**src/rtl/lockable_wrapper_chain.sv**
```systemverilog
module lockable_wrapper_chain #(
  parameter int N_IN  = 4,
  parameter int N_OUT = 4
) (
  input  logic             clk,
  input  logic             rst_n,
  input  logic             unlock,
  input  logic [1:0]       mode,
  input  logic             shift_en,
  input  logic             capture_en,
  input  logic             safe_ctl,
  input  logic             safe_val,
  input  logic             scan_in,
  output logic             scan_out,
  input  logic [N_IN-1:0]  sys_in,
  output logic [N_IN-1:0]  core_in,
  input  logic [N_OUT-1:0] core_out,
  output logic [N_OUT-1:0] sys_out
);
  localparam int N = N_IN + N_OUT;

  logic [N-1:0] cells;
  logic         go_shift, go_cap, test_mode;

  assign go_shift  = unlock & shift_en;
  assign go_cap    = unlock & capture_en;
  assign test_mode = (mode == 2'b01) || (mode == 2'b10);

  always_ff @(posedge clk or negedge rst_n) begin
    if (!rst_n)        cells <= '0;
    else if (go_shift) cells <= {cells[N-2:0], scan_in};
    else if (go_cap)   cells <= {core_out, sys_in};
  end

  assign core_in  = safe_ctl ? {N_IN{safe_val}}  : (test_mode ? cells[N_IN-1:0] : sys_in);
  assign sys_out  = safe_ctl ? {N_OUT{safe_val}} : (test_mode ? cells[N-1:N_IN] : core_out);
  assign scan_out = unlock & cells[N-1];

  p_shift_entry_r2: assert property (@(posedge clk) disable iff (!rst_n)
    (unlock && shift_en) |=> cells[0] == $past(scan_in));

  p_capture_load_r4: assert property (@(posedge clk) disable iff (!rst_n)
    (unlock && capture_en && !shift_en) |=> cells == {$past(core_out), $past(sys_in)});

  p_hold_idle_r6: assert property (@(posedge clk) disable iff (!rst_n)
    !(shift_en || capture_en) |=> $stable(cells));

  p_locked_frozen_r7: assert property (@(posedge clk) disable iff (!rst_n)
    !unlock |=> $stable(cells));

  p_locked_silent_r7: assert property (@(posedge clk) disable iff (!rst_n)
    !unlock |-> scan_out == 1'b0);

  p_safe_force_r10: assert property (@(posedge clk) disable iff (!rst_n)
    safe_ctl |-> (core_in == {N_IN{safe_val}}) && (sys_out == {N_OUT{safe_val}}));
endmodule

```
**config.mk**
```make
export PLATFORM = sky130hd
export DESIGN_NAME = lockable_wrapper_chain
export DESIGN_NICKNAME = d
export VERILOG_FILES = /design/src/rtl/lockable_wrapper_chain.sv
export SDC_FILE = /design/constraint.sdc
export NUM_CORES = 1
export LEC_CHECK = 0
export BUFFER_PORTS_ARGS = -buffer_cell sky130_fd_sc_hd__buf_2
export CAP_MARGIN = 5
export CORE_MARGIN = 10
export CORE_UTILIZATION = 30
export CTS_BUF_LIST = sky130_fd_sc_hd__clkbuf_8
export CTS_CLUSTER_DIAMETER = 30
export DETAILED_ROUTE_END_ITERATION = 10
export GPL_ROUTABILITY_DRIVEN = 0
export PLACE_DENSITY = 0.58
export SLEW_MARGIN = 30
export SYNTH_ARGS = -nofsm -noshare
export SYNTH_HDL_FRONTEND = slang
export SYNTH_SLANG_ARGS = --single-unit
export TNS_END_PERCENT = 100
```
**constraint.sdc**
```tcl
create_clock -name clk -period 0.8 [get_ports clk]
set_input_delay 0.12 -clock clk [delete_from_list [all_inputs] [get_ports clk]]
set_output_delay 0.12 -clock clk [all_outputs]
set_load 0.01 [all_outputs]
```
==> results of run 1 <==
==> layer usage <==
| metal | vias to the layer above | global-route usage, % | share of wire [%] |
|---|---|---|---|
| li1 | 345 | - | - |
| met1 | 332 | 13.2 | 44 |
| met2 | 20 | 16.5 | 49 |
| met3 | 2 | 2.69 | 6.5 |
| met4 | 0 | 3.35 | 0.38 |
| met5 | - | 0 | 0 |
==> cells in the final DEF (no fill, tap or decap) <==
master                           n
sky130_fd_sc_hd__nand2_1         2
sky130_fd_sc_hd__a22o_1          6
sky130_fd_sc_hd__nor3_4          9
sky130_fd_sc_hd__o22ai_4         2
sky130_fd_sc_hd__and2_4          1
sky130_fd_sc_hd__dlygate4sd3_1   1
sky130_fd_sc_hd__o22ai_2         7
sky130_fd_sc_hd__nor3_2         12
sky130_fd_sc_hd__buf_2          23
sky130_fd_sc_hd__nor3_1          3
sky130_fd_sc_hd__xor2_4          1
sky130_fd_sc_hd__a21oi_2         5
sky130_fd_sc_hd__clkbuf_8        3
sky130_fd_sc_hd__o22ai_1         1
sky130_fd_sc_hd__xnor2_4         1
sky130_fd_sc_hd__o21ai_0         1
sky130_fd_sc_hd__buf_6           7
sky130_fd_sc_hd__dfrtp_1         8
sky130_fd_sc_hd__inv_1           1
sky130_fd_sc_hd__buf_12          3
sky130_fd_sc_hd__buf_4          10
sky130_fd_sc_hd__nor2b_1         2
==> power groups by stage <==
stage	sequential (mW)	combinational (mW)	clock (mW)
after floorplan	0.539	0.359	0
after global placement	0.543	0.679	0
after detailed placement	0.543	0.685	0
after CTS	0.556	0.833	0.471
after global routing	0.569	0.984	0.498
final	0.562	0.910	0.454
==> layout make-up <==
cell class	count	area, µm²	area share [%]
Multi-Input combinational cell	53	601	49.4
Timing Repair Buffer	44	339	27.9
Sequential cell	8	200	16.5
Clock buffer	3	41.3	3.40
Tap cell	25	31.3	2.57
Inverter	1	3.75	0.309
==> worst reg2reg max path: stages (launching register included) <==
cell and delay (ns):
sky130_fd_sc_hd__dfrtp_1 0.42, sky130_fd_sc_hd__buf_6 0.15, sky130_fd_sc_hd__o22ai_4 0.17, sky130_fd_sc_hd__a21oi_2 0.08
==> timing repair <==
item,CTS,global route
hold endpoints to repair,8,0
pin swaps,23,8
gates resized for setup,25,11
hold buffers,1,0
buffers inserted,1,2
endpoints found under the setup margin,16,16
==> kinds of logic after synthesis <==
logic type / count (synthesis) / synth area share (%)
simple gates: 29 / 26.8
compound gates: 22 / 26.5
flops: 8 / 36.6
buf+inv: 5 / 4.12
xor+xnor: 2 / 5.95
==> path summary, 6_finish.rpt <==
check	cells after the start	to	slack [ns]	start
min in group asynchronous	2	cells[0]	0.27	rst_n
hold / removal	3	cells[3]	0.24	sys_in[3]
max in group asynchronous	2	cells[6]	0.37	rst_n
hold reg to reg	1	cells[1]	0.59	cells[1]
setup / recovery	3	core_in[2]	-0.34	cells[2]
setup reg to reg	3	cells[7]	-0.15	cells[7]
==> through the flow <==
stage	TNS (ns)	hold WS (ns)
3_3_place_gp	-3.51	-0.0374
4_1_cts	-3.38	0.226
6_report	-3.38	0.240
5_1_grt	-4.08	0.243
3_5_place_dp	-3.62	-0.0377
2_1_floorplan	-0.304	-0.176
==> report_table.html, run 1 <==
<table>
<tr><th>Metric</th><th>Value</th></tr>
<tr><th colspan="2">Critical path</th></tr>
<tr><td>CP top delay family</td><td>flip-flops</td></tr>
<tr><td>Critical Path Source Type</td><td>flip-flop</td></tr>
<tr><td>Worst Setup End Kind</td><td>primary output</td></tr>
<tr><td>Largest fanout on the critical path</td><td>2</td></tr>
<tr><td>Number of buffer and inverter stages on the critical path</td><td>1</td></tr>
<tr><td>Setup Crit Path Kind</td><td>flip-flop to primary output</td></tr>
<tr><td>Required arrival time at the worst endpoint</td><td>0.68 ns</td></tr>
<tr><td>Master of the slowest instance on the critical path</td><td>sky130_fd_sc_hd__dfrtp_1</td></tr>
<tr><td>Worst stage delay on the critical path</td><td>0.42 ns</td></tr>
<tr><td>Cell-by-cell trace of the critical path</td><td>nor3_4 &gt; nor3_4 &gt; buf_2</td></tr>
<tr><td>Arrival time reported for the critical path endpoint</td><td>1.02 ns</td></tr>
<tr><td>Critical Path Most Common Cell</td><td>sky130_fd_sc_hd__nor3_4</td></tr>
<tr><th colspan="2">Timing</th></tr>
<tr><td>Final worst path period share</td><td>143%</td></tr>
<tr><td>Remaining max-slew budget at the tightest pin</td><td>75.4%</td></tr>
<tr><td>Final-report hold violation count</td><td>0</td></tr>
<tr><td>Setup slack after layout</td><td>-0.341 ns</td></tr>
<tr><td>Number of max-slew violations in the final report</td><td>0</td></tr>
<tr><td>RSZ-0062 raised after global routing</td><td>yes</td></tr>
<tr><td>Transition time at the pin with the least slew margin</td><td>0.369 ns</td></tr>
<tr><td>Worst clock skew</td><td>0.000905 ns</td></tr>
<tr><td>Peak clock frequency supported by timing</td><td>0.876 GHz</td></tr>
<tr><td>Final number of setup-violating endpoints</td><td>16</td></tr>
<tr><td>Final critical delay including setup and external delays</td><td>1.14 ns</td></tr>
<tr><th colspan="2">Power and ir drop</th></tr>
<tr><td>LEAKAGE</td><td>0.493 nW</td></tr>
<tr><td>Pwr Density</td><td>1580 nW/µm²</td></tr>
<tr><td>Relative contribution of combinational cells to total power</td><td>47.2%</td></tr>
<tr><td>Clock network power share</td><td>23.6%</td></tr>
<tr><td>Total internal power</td><td>1.29 mW</td></tr>
<tr><td>Switching power</td><td>641 µW</td></tr>
<tr><td>Switching part of the total power</td><td>33.3%</td></tr>
<tr><td>Sequential share of power</td><td>29.2%</td></tr>
<tr><td>Worst VDD drop</td><td>1.25 mV</td></tr>
<tr><td>Total power</td><td>1.93 mW</td></tr>
<tr><th colspan="2">Clock network</th></tr>
<tr><td>Root buffer cell</td><td>sky130_fd_sc_hd__clkbuf_8</td></tr>
<tr><td>Buffers from clock root to sink, at most</td><td>2</td></tr>
<tr><td>Total CTS buffers</td><td>3</td></tr>
<tr><td>CTS tree</td><td>built</td></tr>
<tr><td>Insertion delay to the later sink of the worst-skew pair</td><td>0.22 ns</td></tr>
<tr><td>Clock transition at the registers of the reported paths</td><td>0.04 ns</td></tr>
<tr><td>Clock sink count</td><td>8</td></tr>
<tr><td>CTS H-tree lvls</td><td>1</td></tr>
<tr><th colspan="2">Logic synthesis</th></tr>
<tr><td>Synthesized net count</td><td>84</td></tr>
<tr><td>Top cell type's share of synthesized area</td><td>36.6%</td></tr>
<tr><td>Flip-flop and latch count after synthesis</td><td>8</td></tr>
<tr><td>Count of different cell masters after synthesis</td><td>14</td></tr>
<tr><td>Share of synthesized registers carrying an async set or reset</td><td>100%</td></tr>
<tr><td>Cell taking the most area after synthesis</td><td>sky130_fd_sc_hd__dfrtp_1</td></tr>
<tr><td>Cells after Synth</td><td>66</td></tr>
<tr><td>Commonest register cell after synthesis</td><td>sky130_fd_sc_hd__dfrtp_1</td></tr>
<tr><td>Synth warnings</td><td>0</td></tr>
<tr><td>Most numerous cell types in the synthesized netlist</td><td>sky130_fd_sc_hd__nor3_1, sky130_fd_sc_hd__o22ai_1, sky130_fd_sc_hd__dfrtp_1</td></tr>
<tr><td>EDFF count, synth</td><td>0</td></tr>
<tr><td>Sequential-to-total area share from yosys stat</td><td>36.6%</td></tr>
<tr><td>Ranking of synthesized cells by area</td><td>sky130_fd_sc_hd__dfrtp_1, sky130_fd_sc_hd__nor3_1, sky130_fd_sc_hd__o22ai_1</td></tr>
<tr><td>Top-count cell post-synth</td><td>sky130_fd_sc_hd__nor3_1</td></tr>
<tr><td>Synth Area per Inst</td><td>8.28 µm²</td></tr>
<tr><td>Syn Std Cell Area</td><td>547 µm²</td></tr>
<tr><th colspan="2">Placement</th></tr>
<tr><td>Pre-CTS setup slack</td><td>-0.374 ns</td></tr>
<tr><td>Number of placed instances with taps included</td><td>129</td></tr>
<tr><td>Number of port buffers</td><td>26</td></tr>
<tr><td>Post-detailed-placement cell area</td><td>975 µm²</td></tr>
<tr><td>Half-perimeter wire length of the detailed placement result</td><td>1.56 mm</td></tr>
<tr><th colspan="2">Floorplanning</th></tr>
<tr><td>Die outline width</td><td>62.7 µm</td></tr>
<tr><td>Die area</td><td>3930 µm²</td></tr>
<tr><td>Vertical die dimension</td><td>62.7 µm</td></tr>
<tr><td>Initial Utilization</td><td>31.7%</td></tr>
<tr><td>Placeable Area</td><td>1730 µm²</td></tr>
<tr><td>IO Count</td><td>27</td></tr>
<tr><td>Num rows</td><td>15</td></tr>
<tr><th colspan="2">Finish</th></tr>
<tr><td>Number of standard cells in the final layout excluding fillers</td><td>134</td></tr>
<tr><td>Number of flip-flops under the largest register name</td><td>8</td></tr>
<tr><td>Area added between synthesis and finish</td><td>122%</td></tr>
<tr><td>Filler Cells Inserted</td><td>149</td></tr>
<tr><td>Share of final-layout standard cells stronger than drive strength 1</td><td>77.1%</td></tr>
<tr><td>Largest registers in the final layout</td><td>cells: 8 flops</td></tr>
<tr><td>Area of all placed cells without fillers</td><td>1220 µm²</td></tr>
<tr><td>Finished Core Util</td><td>70.4%</td></tr>
<tr><td>Largest register by flop count</td><td>cells</td></tr>
<tr><td>Final net count</td><td>129</td></tr>
<tr><td>Count of inserted antenna diode cells</td><td>0</td></tr>
<tr><th colspan="2">GRT</th></tr>
<tr><td>Number of antenna violations at the first check in global routing</td><td>0</td></tr>
<tr><td>Vias in the first global route</td><td>748</td></tr>
<tr><td>First-pass GRT wire length</td><td>3.48 mm</td></tr>
<tr><td>Residual overflow from global routing</td><td>0</td></tr>
<tr><td>GRT Util Overall</td><td>10.4%</td></tr>
<tr><td>Pin count of the biggest net entering global routing</td><td>11</td></tr>
<tr><th colspan="2">Detailed routing</th></tr>
<tr><td>DR DRC count</td><td>0</td></tr>
<tr><td>First drt pass iteration count</td><td>4</td></tr>
<tr><td>Count of nets left with antenna violations after detail routing</td><td>0</td></tr>
<tr><td>Overall via count from detail_route</td><td>699</td></tr>
<tr><td>Detailed router's first-iteration violation count</td><td>10</td></tr>
<tr><td>Final routed wirelength across all metal layers</td><td>2.09 mm</td></tr>
<tr><td>Post-detailed-route wirelength per cell</td><td>15.6 µm</td></tr>
<tr><td>DR vias/cell</td><td>5.22</td></tr>
<tr><th colspan="2">Outcome</th></tr>
<tr><td>Failing checks</td><td>negative setup slack</td></tr>
<tr><td>Outcome</td><td>complete, but fails checks</td></tr>
<tr><th colspan="2">Hold path</th></tr>
<tr><td>Class of the tightest hold or removal check</td><td>input port to flip-flop</td></tr>
<tr><th colspan="2">Job</th></tr>
<tr><td>Max_cap viols</td><td>0</td></tr>
</table>
Power figures use the tool's default switching activity.
==> run 2, diff against run 1 <==
--- a/config.mk
+++ b/config.mk
@@ -14,6 +14,7 @@
 export DETAILED_ROUTE_END_ITERATION = 10
 export GPL_ROUTABILITY_DRIVEN = 0
 export PLACE_DENSITY = 0.58
+export SKIP_LAST_GASP = 1
 export SLEW_MARGIN = 30
 export SYNTH_ARGS = -nofsm -noshare
 export SYNTH_HDL_FRONTEND = slang
==> report_table.html, run 2 (synthesized netlist as in run 1, its figures left out) <==
<table>
<tr><th>Metric</th><th>Value</th></tr>
<tr><th colspan="2">Outcome</th></tr>
<tr><td>Outcome</td><td>complete, but fails checks</td></tr>
<tr><td>Failing checks</td><td>negative setup slack</td></tr>
<tr><th colspan="2">GRT</th></tr>
<tr><td>Number of antenna violations at the first check in global routing</td><td>0 (unchanged)</td></tr>
<tr><td>GRT Util Overall</td><td>10.2% (-0.22 points)</td></tr>
<tr><td>Pin count of the biggest net entering global routing</td><td>11 (unchanged)</td></tr>
<tr><td>Vias in the first global route</td><td>739 (-1.2%)</td></tr>
<tr><td>Residual overflow from global routing</td><td>0 (unchanged)</td></tr>
<tr><td>First-pass GRT wire length</td><td>3.40 mm (-2.4%)</td></tr>
<tr><th colspan="2">Floorplanning</th></tr>
<tr><td>Placeable Area</td><td>1730 µm² (unchanged)</td></tr>
<tr><td>Die area</td><td>3930 µm² (unchanged)</td></tr>
<tr><td>Vertical die dimension</td><td>62.7 µm (unchanged)</td></tr>
<tr><td>Initial Utilization</td><td>31.7% (unchanged)</td></tr>
<tr><td>Die outline width</td><td>62.7 µm (unchanged)</td></tr>
<tr><td>Num rows</td><td>15 (unchanged)</td></tr>
<tr><td>IO Count</td><td>27 (unchanged)</td></tr>
<tr><th colspan="2">Timing</th></tr>
<tr><td>Final worst path period share</td><td>142% (-1.1 points)</td></tr>
<tr><td>Peak clock frequency supported by timing</td><td>0.883 GHz (+0.76%)</td></tr>
<tr><td>Setup slack after layout</td><td>-0.333 ns (+0.00856 ns)</td></tr>
<tr><td>Number of max-slew violations in the final report</td><td>0 (unchanged)</td></tr>
<tr><td>Hold_ws</td><td>0.239 ns (-0.0000980 ns)</td></tr>
<tr><td>Final number of setup-violating endpoints</td><td>16 (unchanged)</td></tr>
<tr><td>Remaining max-slew budget at the tightest pin</td><td>73.9% (-1.5 points)</td></tr>
<tr><td>Final-report hold violation count</td><td>0 (unchanged)</td></tr>
<tr><td>Worst clock skew</td><td>0.000803 ns (-0.000103 ns)</td></tr>
<tr><td>Transition time at the pin with the least slew margin</td><td>0.391 ns (+0.0221 ns)</td></tr>
<tr><td>RSZ-0062 raised after global routing</td><td>yes</td></tr>
<tr><td>Final critical delay including setup and external delays</td><td>1.13 ns (-0.00856 ns)</td></tr>
<tr><th colspan="2">Finish</th></tr>
<tr><td>Most common cell after layout, fill and taps aside</td><td>sky130_fd_sc_hd__buf_2</td></tr>
<tr><td>Share of final-layout standard cells stronger than drive strength 1</td><td>77.1% (unchanged)</td></tr>
<tr><td>Area added between synthesis and finish</td><td>124%</td></tr>
<tr><td>Largest register by flop count</td><td>cells</td></tr>
<tr><td>Number of flip-flops under the largest register name</td><td>8 (unchanged)</td></tr>
<tr><td>Count of inserted antenna diode cells</td><td>0 (unchanged)</td></tr>
<tr><td>Leading cell types in the layout, fill and taps excluded</td><td>sky130_fd_sc_hd__buf_2, sky130_fd_sc_hd__nor3_2, sky130_fd_sc_hd__buf_4, sky130_fd_sc_hd__nor3_4, sky130_fd_sc_hd__dfrtp_1</td></tr>
<tr><td>Final net count</td><td>129 (unchanged)</td></tr>
<tr><td>Filler Cells Inserted</td><td>153 (+2.7%)</td></tr>
<tr><td>Largest registers in the final layout</td><td>cells: 8 flops</td></tr>
<tr><th colspan="2">Hold path</th></tr>
<tr><td>Class of the tightest hold or removal check</td><td>input port to flip-flop</td></tr>
<tr><th colspan="2">Critical path</th></tr>
<tr><td>Worst Setup End Kind</td><td>primary output</td></tr>
<tr><td>Arrival time reported for the critical path endpoint</td><td>1.01 ns (about the same)</td></tr>
<tr><td>Master of the slowest instance on the critical path</td><td>sky130_fd_sc_hd__dfrtp_1</td></tr>
<tr><td>Setup Crit Path Kind</td><td>flip-flop to primary output</td></tr>
<tr><td>Required arrival time at the worst endpoint</td><td>0.68 ns (about the same)</td></tr>
<tr><td>CP top delay family</td><td>flip-flops</td></tr>
<tr><td>Critical Path Source Type</td><td>flip-flop</td></tr>
<tr><td>Cell-by-cell trace of the critical path</td><td>nor3_4 &gt; nor3_4 &gt; buf_2</td></tr>
<tr><td>Largest fanout on the critical path</td><td>2 (unchanged)</td></tr>
<tr><td>Worst stage delay on the critical path</td><td>0.42 ns (about the same)</td></tr>
<tr><td>Critical Path Most Common Cell</td><td>sky130_fd_sc_hd__nor3_4</td></tr>
<tr><td>Number of buffer and inverter stages on the critical path</td><td>1 (unchanged)</td></tr>
<tr><th colspan="2">Detailed routing</th></tr>
<tr><td>First drt pass iteration count</td><td>4 (unchanged)</td></tr>
<tr><td>Final routed wirelength across all metal layers</td><td>2.11 mm (+0.72%)</td></tr>
<tr><td>Overall via count from detail_route</td><td>701 (+0.29%)</td></tr>
<tr><td>Post-detailed-route wirelength per cell</td><td>15.7 µm (+0.72%)</td></tr>
<tr><td>Count of nets left with antenna violations after detail routing</td><td>0 (unchanged)</td></tr>
<tr><td>DR vias/cell</td><td>5.23 (+0.29%)</td></tr>
<tr><td>Detailed router's first-iteration violation count</td><td>23 (+13)</td></tr>
<tr><td>DR DRC count</td><td>0 (unchanged)</td></tr>
<tr><th colspan="2">Power and ir drop</th></tr>
<tr><td>Pwr Density</td><td>1580 nW/µm² (about the same)</td></tr>
<tr><td>LEAKAGE</td><td>0.494 nW (about the same)</td></tr>
<tr><td>Worst VDD drop</td><td>1.24 mV (-0.81%)</td></tr>
<tr><td>Total power</td><td>1.94 mW (+0.64%)</td></tr>
<tr><th colspan="2">Job</th></tr>
<tr><td>Max_cap viols</td><td>0 (unchanged)</td></tr>
<tr><th colspan="2">Clock network</th></tr>
<tr><td>CTS tree</td><td>built</td></tr>
<tr><td>Buffers from clock root to sink, at most</td><td>2 (unchanged)</td></tr>
<tr><td>Total CTS buffers</td><td>3 (unchanged)</td></tr>
<tr><td>Clock transition at the registers of the reported paths</td><td>0.04 ns (about the same)</td></tr>
<tr><td>CTS H-tree lvls</td><td>1 (unchanged)</td></tr>
<tr><td>Insertion delay to the later sink of the worst-skew pair</td><td>0.22 ns (about the same)</td></tr>
<tr><td>Root buffer cell</td><td>sky130_fd_sc_hd__clkbuf_8</td></tr>
<tr><td>Clock sink count</td><td>8 (unchanged)</td></tr>
<tr><th colspan="2">Placement</th></tr>
<tr><td>Number of port buffers</td><td>26 (unchanged)</td></tr>
<tr><td>Pre-CTS setup slack</td><td>-0.374 ns (unchanged)</td></tr>
<tr><td>Half-perimeter wire length of the detailed placement result</td><td>1.56 mm (unchanged)</td></tr>
</table>
-- run 2: changes by cell type in the layout (fill, tap and decap cells not counted) --
cell and change:
sky130_fd_sc_hd__o22ai_2 -1, sky130_fd_sc_hd__o22ai_4 +1
-- run 2: tightest hold or removal path: stages --
cell and delay, ns:
sky130_fd_sc_hd__buf_2 0.13, sky130_fd_sc_hd__o22ai_4 0.09, sky130_fd_sc_hd__a21oi_2 0.07
-- run 2: path summary, 6_finish.rpt --
path                                   from         end  slack, ns  cells after the start
worst min-delay path            core_out[1]    cells[5]       0.24                      3
worst max register to register     cells[0]    cells[1]      -0.13                      2
worst max-delay path               cells[3]  core_in[3]      -0.33                      3
worst min register to register     cells[1]    cells[1]       0.59                      1
max in group asynchronous             rst_n    cells[5]       0.38                      2
min in group asynchronous             rst_n    cells[0]       0.27                      2
-- run 2: report_power, final --
| part | switching, mW | internal [mW] | total (mW) |
|---|---|---|---|
| Clock | 0.131 | 0.323 | 0.454 |
| Sequential | 0.0854 | 0.476 | 0.561 |
| Combinational | 0.431 | 0.492 | 0.924 |
-- run 2: layer usage --
metal,GRT usage (%),up-vias,share of wire (%)
met1,13.1,333,41
met2,15.9,21,50
met4,3.35,0,0.47
li1,-,345,-
met3,2.69,2,7.8
met5,0,-,0
-- run 2: what timing repair did --
action | CTS | global route
hold endpoints to repair | 8 | 0
pin swaps | 23 | 10
setup endpoints to repair | 16 | 16
buffers inserted | 1 | 3
hold buffers | 1 | 0
resized for setup | 24 | 14
-- run 2: cell type report --
type | instances | area, µm² | share of cell area (%)
Timing Repair Buffer | 44 | 339 | 27.7
Tap cell | 25 | 31.3 | 2.56
Clock buffer | 3 | 41.3 | 3.37
Sequential cell | 8 | 200 | 16.4
Inverter | 1 | 3.75 | 0.307
Multi-Input combinational cell | 53 | 608 | 49.7
-- run 2: per-stage QoR --
step                setup TNS [ns]  instance area (µm²)  std cells  utilization (%)
detailed placement           -3.62                  975        129             56.4
CTS                          -3.39                 1160        134             67.3
finish                       -3.37                 1220        134             70.9
global placement             -3.51                  975        129             56.4
global route                 -4.14                 1220        134             70.9
floorplan                   -0.304                  703         66                -
